### src/rtl/wdt_guard_pkg.sv
package wdt_guard_pkg;

    typedef enum logic [1:0] {
        SRC_RC     = 2'd0,
        SRC_INSTR  = 2'd1,
        SRC_RTC    = 2'd2,
        SRC_RC_ALT = 2'd3
    } tick_src_e;

    typedef enum logic [1:0] {
        PAIR_IDLE     = 2'd0,
        PAIR_HAVE_ONE = 2'd1,
        PAIR_HAVE_TWO = 2'd2
    } pair_state_e;

endpackage

### src/rtl/wdt_tick_sel.sv
module wdt_tick_sel
    import wdt_guard_pkg::*;
#(
    parameter int SYNC_STAGES = 2
) (
    input  logic       clk,
    input  logic       rst_n,
    input  logic [1:0] cfg_src,
    input  logic       halted,
    input  logic       rc_lvl,
    input  logic       rtc_lvl,
    input  logic       instr_tick,
    output logic       tick
);

    localparam int N_ASYNC = 2;

    logic [N_ASYNC-1:0] async_lvl;
    logic [N_ASYNC-1:0] rise;
    tick_src_e          src;

    assign async_lvl = {rtc_lvl, rc_lvl};
    assign src       = tick_src_e'(cfg_src);

    // one synchroniser and rising-edge detector per asynchronous source
    for (genvar g = 0; g < N_ASYNC; g++) begin : g_sync
        logic [SYNC_STAGES-1:0] chain;
        logic                   last;

        always_ff @(posedge clk or negedge rst_n) begin
            if (!rst_n) begin
                chain <= '0;
                last  <= 1'b0;
            end else begin
                chain <= {chain[SYNC_STAGES-2:0], async_lvl[g]};
                last  <= chain[SYNC_STAGES-1];
            end
        end

        assign rise[g] = chain[SYNC_STAGES-1] & ~last;
    end

    always_comb begin
        unique case (src)
            SRC_INSTR:          tick = instr_tick & ~halted;
            SRC_RTC:            tick = rise[1];
            SRC_RC, SRC_RC_ALT: tick = rise[0];
        endcase
    end

    // the stopped instruction clock yields no tick
    a_r5_halt_stops_instr: assert property (@(posedge clk) disable iff (!rst_n)
        (src == SRC_INSTR && halted) |-> !tick);

endmodule

### src/rtl/wdt_clear_ctl.sv
module wdt_clear_ctl
    import wdt_guard_pkg::*;
(
    input  logic clk,
    input  logic rst_n,
    input  logic cfg_disable,
    input  logic cfg_paired,
    input  logic clr_single,
    input  logic clr_one,
    input  logic clr_two,
    input  logic halt_exec,
    output logic sw_clear,
    output logic halt_clear
);

    pair_state_e state_q, state_d;

    // state register
    always_ff @(posedge clk or negedge rst_n) begin
        if (!rst_n) state_q <= PAIR_IDLE;
        else        state_q <= state_d;
    end

    // transitions: arm-one, arm-two, complete, hold, abort
    always_comb begin
        state_d = state_q;
        if (cfg_disable || !cfg_paired || halt_exec) begin
            state_d = PAIR_IDLE;
        end else begin
            unique case (state_q)
                PAIR_IDLE: begin
                    if (clr_one && clr_two) state_d = PAIR_IDLE;
                    else if (clr_one)       state_d = PAIR_HAVE_ONE;
                    else if (clr_two)       state_d = PAIR_HAVE_TWO;
                end
                PAIR_HAVE_ONE: if (clr_two) state_d = PAIR_IDLE;
                PAIR_HAVE_TWO: if (clr_one) state_d = PAIR_IDLE;
                default:       state_d = PAIR_IDLE;
            endcase
        end
    end

    // outputs
    always_comb begin
        sw_clear   = 1'b0;
        halt_clear = halt_exec & ~cfg_disable;
        if (!cfg_disable) begin
            if (!cfg_paired) begin
                sw_clear = clr_single;
            end else begin
                unique case (state_q)
                    PAIR_IDLE:     sw_clear = clr_one & clr_two;
                    PAIR_HAVE_ONE: sw_clear = clr_two;
                    PAIR_HAVE_TWO: sw_clear = clr_one;
                    default:       sw_clear = 1'b0;
                endcase
            end
        end
    end

    // a pending half-pair exists only under an enabled paired scheme
    a_r7_pending_needs_paired: assert property (@(posedge clk) disable iff (!rst_n)
        (state_q != PAIR_IDLE) |-> $past(cfg_paired && !cfg_disable));

    // a halt instruction leaves nothing pending
    a_r8_halt_drops_pending: assert property (@(posedge clk) disable iff (!rst_n)
        halt_exec |=> (state_q == PAIR_IDLE));

endmodule

### src/rtl/wdt_count.sv
module wdt_count #(
    parameter int CNT_W = 16
) (
    input  logic clk,
    input  logic rst_n,
    input  logic cfg_disable,
    input  logic halted,
    input  logic tick,
    input  logic clear,
    output logic chip_req,
    output logic warm_req,
    output logic to_flag
);

    localparam int MSB = CNT_W - 1;

    logic [CNT_W-1:0] cnt_q;
    logic [CNT_W:0]   sum;

    assign sum = {1'b0, cnt_q} + 1'b1;

    always_ff @(posedge clk or negedge rst_n) begin
        if (!rst_n) begin
            cnt_q    <= '0;
            chip_req <= 1'b0;
            warm_req <= 1'b0;
            to_flag  <= 1'b0;
        end else begin
            chip_req <= 1'b0;
            warm_req <= 1'b0;
            if (clear) begin
                cnt_q[MSB] <= 1'b0;
                to_flag    <= 1'b0;
            end else if (tick && !cfg_disable) begin
                cnt_q <= sum[CNT_W-1:0];
                if (sum[CNT_W]) begin
                    if (halted) begin
                        warm_req <= 1'b1;
                    end else begin
                        chip_req <= 1'b1;
                        to_flag  <= 1'b1;
                    end
                end
            end
        end
    end

    // a clear zeroes the top bit and keeps the lower bits
    a_r2_clear_keeps_low: assert property (@(posedge clk) disable iff (!rst_n)
        clear |=> (cnt_q[MSB] == 1'b0) && (cnt_q[MSB-1:0] == $past(cnt_q[MSB-1:0])));

    // a disabled counter holds its value
    a_r10_disabled_holds: assert property (@(posedge clk) disable iff (!rst_n)
        $past(cfg_disable) |-> (cnt_q == $past(cnt_q)));

    // a full reset request comes only from a running core
    a_r3_chip_when_running: assert property (@(posedge clk) disable iff (!rst_n)
        chip_req |-> $past(!halted));

    // a warm reset request comes only from a halted core
    a_r4_warm_when_halted: assert property (@(posedge clk) disable iff (!rst_n)
        warm_req |-> $past(halted));

endmodule

### src/rtl/wdt_guard.sv
module wdt_guard #(
    parameter int CNT_W       = 16,
    parameter int SYNC_STAGES = 2
) (
    input  logic       clk,
    input  logic       rst_n,
    input  logic [1:0] cfg_src,
    input  logic       cfg_paired,
    input  logic       cfg_disable,
    input  logic       rc_lvl,
    input  logic       rtc_lvl,
    input  logic       instr_tick,
    input  logic       halted,
    input  logic       clr_single,
    input  logic       clr_one,
    input  logic       clr_two,
    input  logic       halt_exec,
    output logic       chip_rst_req,
    output logic       warm_rst_req,
    output logic       to_flag
);

    logic tick;
    logic sw_clear;
    logic halt_clear;

    wdt_tick_sel #(.SYNC_STAGES(SYNC_STAGES)) u_tick (
        .clk        (clk),
        .rst_n      (rst_n),
        .cfg_src    (cfg_src),
        .halted     (halted),
        .rc_lvl     (rc_lvl),
        .rtc_lvl    (rtc_lvl),
        .instr_tick (instr_tick),
        .tick       (tick)
    );

    wdt_clear_ctl u_clear (
        .clk         (clk),
        .rst_n       (rst_n),
        .cfg_disable (cfg_disable),
        .cfg_paired  (cfg_paired),
        .clr_single  (clr_single),
        .clr_one     (clr_one),
        .clr_two     (clr_two),
        .halt_exec   (halt_exec),
        .sw_clear    (sw_clear),
        .halt_clear  (halt_clear)
    );

    wdt_count #(.CNT_W(CNT_W)) u_count (
        .clk         (clk),
        .rst_n       (rst_n),
        .cfg_disable (cfg_disable),
        .halted      (halted),
        .tick        (tick),
        .clear       (sw_clear | halt_clear),
        .chip_req    (chip_rst_req),
        .warm_req    (warm_rst_req),
        .to_flag     (to_flag)
    );

    // the two reset requests never coincide
    always @(posedge clk) begin
        if (rst_n) begin
            a_r4_requests_exclusive: assert (!(chip_rst_req && warm_rst_req));
        end
    end

    // a full reset request is a single-cycle pulse that raises the flag
    a_r3_chip_single_cycle: assert property (@(posedge clk) disable iff (!rst_n)
        chip_rst_req |=> !chip_rst_req);

    a_r3_chip_sets_flag: assert property (@(posedge clk) disable iff (!rst_n)
        chip_rst_req |-> to_flag);

endmodule

### config.mk
export PLATFORM = sky130hd
export DESIGN_NAME = wdt_guard
export DESIGN_NICKNAME = d
export VERILOG_FILES = /design/src/rtl/wdt_guard_pkg.sv /design/src/rtl/wdt_tick_sel.sv /design/src/rtl/wdt_clear_ctl.sv /design/src/rtl/wdt_count.sv /design/src/rtl/wdt_guard.sv
export SDC_FILE = /design/constraint.sdc
export NUM_CORES = 1
export LEC_CHECK = 0
export BUFFER_PORTS_ARGS = -buffer_cell sky130_fd_sc_hd__buf_2
export CORE_ASPECT_RATIO = 0.7
export CORE_UTILIZATION = 49
export CTS_CLUSTER_DIAMETER = 80
export DETAILED_ROUTE_END_ITERATION = 10
export PLACE_DENSITY_LB_ADDON = 0.08
export SETUP_SLACK_MARGIN = 0.02
export SYNTH_ARGS = -nofsm -noshare
export SYNTH_HDL_FRONTEND = slang
export SYNTH_HIERARCHICAL = 1
export SYNTH_SLANG_ARGS = --single-unit
export TNS_END_PERCENT = 100
### constraint.sdc
create_clock -name clk -period 2 [get_ports clk]
set_clock_uncertainty 0.05 [all_clocks]
set_input_delay 0.1 -clock clk [delete_from_list [all_inputs] [get_ports clk]]
set_output_delay 0.1 -clock clk [all_outputs]
set_load 0.05 [all_outputs]
==> metrics.yaml <==
pwr:
  seqPwrFrac: 0.642
  p_leak_uw: 0.000769
  power_frac_clock: 0.231
  p_sw_frac: 0.249
  p_per_area_nw_per_um2: 630
  power.total_uw: 976
  p_int_uw: 733
  p_switching_uw: 243
  vdd_drop_max_uv: 344
  combPwrFrac: 0.127
floorplanning:
  die_y_um: 43.2
  die_w_um: 60.9
  io_pins: 17
  rows: 14
  initial_core_util: 0.534
  core_area_um2: 2220
  floorplan.die_area_um2: 2630
logic_synthesis:
  synth_top_area_cell: "dfrtp_1"
  synth_seq_cells: 27
  synth_area_leaders: "dfrtp_1 57%, xnor2_1 5.9%, xor2_1 4.4%"
  synth_cell_types: 29
  avgSynthCellArea_um2: 12.1
  ys_seq_area_frac: 0.568
  yosys_warnings: 6
  netlist_instances: 98
  syn_area_um2: 1190
  synth.top_cell.area_share: 0.568
  syn_nets: 115
setup_path:
  max_stage_delay_ps: 430
  cp_max_fo: 4
  cp_cell_sequence: "nor2_2 > o41ai_1 > or2_1 > and4bb_2 > nand4_1 > buf_4 > buf_4 > nor3_2"
  cp.arrival_ps: 2260
  cp-startpoint: "u_clear/state_q[0]$_DFFE_PN0P_"
  rr_worst_depth: 8
  crit_end: "u_count/warm_req$_DFF_PN0_"
  timing.rr.end: "u_count/warm_req$_DFF_PN0_"
  r2r_slack_ps: -70
  start_kind: "flip-flop"
  rr_startpoint: "u_clear/state_q[0]$_DFFE_PN0P_"
  required_ps: 2190
  crit_top_cell: "buf_4"
  crit_type: "flip-flop to flip-flop"
  slowest_stage: "dfrtp_1"
  critPathCaptureType: "flip-flop"
clock_network:
  clock-sinks: 27
  clk_latency_ps: 320
  cts_made_buffers: 3
  cts.clk_slew.worst_paths_ps: 130
  cts_tree: "done"
  h-tree-depth: 1
  clockBufferDepth: 2
  root_buffer: "clkbuf_4"
grt:
  grt_pass1_vias: 861
  grt_max_degree: 28
  grt_pass1_wl_um: 3600
  grt-ovfl-total: 0
  antenna_found_initial: 0
  track_usage: 0.195
drt:
  drt_pass1_iterations: 4
  vias: 860
  drtIter0Drc: 11
  drc: 0
  drt-total-wl_um: 2210
  avgRoutedWirePerCell_um: 13.1
  ant_nets: 0
  routed_via_density: 5.09
timing:
  fmax_mhz: 484
  rsz0062_at_grt: "true"
  maxSlewHeadroom: 0.616
  setup_violations: 3
  worst_slew_pin_slew_ps: 576
  post-route-period-util: 1.03
  hold_violations: 0
  post-route-min-period_ps: 2070
  setup_slack_ps: -65.7
  drv_slew: 0
final_layout:
  final_cells: 169
  area_growth_syn_to_layout_pct: 30.3
  nets: 155
  diodes: 0
  drive_gt1_frac: 0.358
status:
  status: "finished, violations left"
  violations: "setup timing"
place:
  gp_congestion: 0.744
  numPlacedInstances: 153
  dp_hpwl_um: 1490
  pre_cts_slack_ps: -130
  portBuffers: 16
hold_path:
  worstHoldPathType: "input pin to flip-flop"
run:
  maxCapViolCount: 0
## worst min path at each step
stage | end | slack, ps | startpoint | cells after the start
final | u_clear/state_q[0]$_DFFE_PN0P_ | 40 | halt_exec | 3
after detailed placement | u_count/cnt_q[8]$_DFFE_PN0P_ | 90 | rst_n | 1
after CTS | u_clear/state_q[0]$_DFFE_PN0P_ | 30 | halt_exec | 3
after global placement | u_count/cnt_q[8]$_DFFE_PN0P_ | 80 | rst_n | 1
after floorplan | u_clear/state_q[0]$_DFFE_PN0P_ | -250 | rst_n | 0
after global routing | u_clear/state_q[0]$_DFFE_PN0P_ | 30 | halt_exec | 3
## cell type report
| class | instances | area [um2] |
|---|---|---|
| Clock buffer | 4 | 26.3 |
| Fill cell | 199 | 676 |
| Inverter | 4 | 15.0 |
| Multi-Input combinational cell | 67 | 551 |
| Sequential cell | 27 | 676 |
| Tap cell | 32 | 40.0 |
| Timing Repair Buffer | 35 | 241 |
## stage by stage
step	hold slack, ps	util	TNS, ps	cell area [um2]
3_5_place_dp	86.1	0.614	-527	1370
3_3_place_gp	78.7	0.614	-206	1370
5_1_grt	30.0	0.696	-1200	1550
2_1_floorplan	-246	-	0	1190
6_report	39.9	0.696	-92.0	1550
4_1_cts	28.4	0.675	0	1500
## Yosys cell counts
library cell,n
inv_1,4
mux2_2,1
nor4_2,2
a21o_1,1
nand3_1,4
and4bb_2,2
xnor2_1,8
dfrtp_1,27
or4_1,1
or3b_1,3
and2_2,1
nor4b_1,1
xor2_1,6
and2_1,4
or3b_2,1
nor2_1,4
nand4_1,3
nor3_1,3
nand2b_1,1
and2b_2,1
a311o_1,1
and3_1,4
ha_1,3
and4bb_1,1
o41ai_1,1
o31ai_1,1
a21oi_1,1
nand2_1,7
or2_1,1
## per-layer routing
layer | share of wire | global-route usage | vias to the layer above
met4 | 0.013 | 0.0864 | 0
met1 | 0.47 | 0.244 | 421
met2 | 0.49 | 0.303 | 15
li1 | - | - | 420
met3 | 0.031 | 0.0671 | 4
met5 | 0 | 0 | -
## power by group through the flow
stage / Combinational, uW / Sequential, uW / Clock [uW]
floorplan: 62.0 / 627 / 0
global placement: 102 / 634 / 0
detailed placement: 106 / 635 / 0
CTS: 122 / 626 / 241
global route: 141 / 634 / 254
finish: 124 / 626 / 226
## worst max-delay path: cells and delay by family (launching register included)
| family | cells | cell delay (ps) |
|---|---|---|
| AO/OA/AOI/OAI | 1 | 80 |
| AND/OR/NAND/NOR | 5 | 1110 |
| buffers and inverters | 2 | 320 |
| flip-flops | 1 | 430 |
## cells in the final DEF (no fill, tap or decap), types with 2 or more instances in the layout
master         synthesis  final
and2_1                 4      4
and3_1                 4      4
and4bb_2               2      2
buf_2                  0     16
buf_4                  0     12
clkbuf_4               0      3
dfrtp_1               27     27
dlygate4sd3_1          0      6
ha_1                   3      3
inv_1                  4      4
nand2_1                7      7
nand3_1                4      4
nand4_1                3      3
nor2_2                 0      2
nor2_4                 0      2
nor4_2                 2      2
or3b_1                 3      2
xnor2_1                8      8
xor2_1                 6      5
## state kept, by name (all words and copies together), names as in the netlist
signal	flops
u_clear/state_q	2
u_count/chip_req	1
u_count/cnt_q	16
u_count/to_flag	1
u_count/warm_req	1
u_tick/g_sync.chain	4
u_tick/g_sync.last	2
## logic make-up after synthesis
group	share of synthesized area
buffers and inverters	0.0126
adders and majority gates	0.0316
AOI/OAI and AO/OA	0.0326
DFF	0.568
and+or+nand+nor	0.242
muxes	0.00947
xor gates and xnor gates	0.103
## repair_timing
action                                 CTS  global route
gates resized for setup                  6             6
endpoints found under the hold margin   33             0
setup endpoints to repair               10            15
pin swaps                                1             5
hold buffers                             6             0
buffers inserted                         4             2
Note: power is estimated with default switching activity, not from simulation.
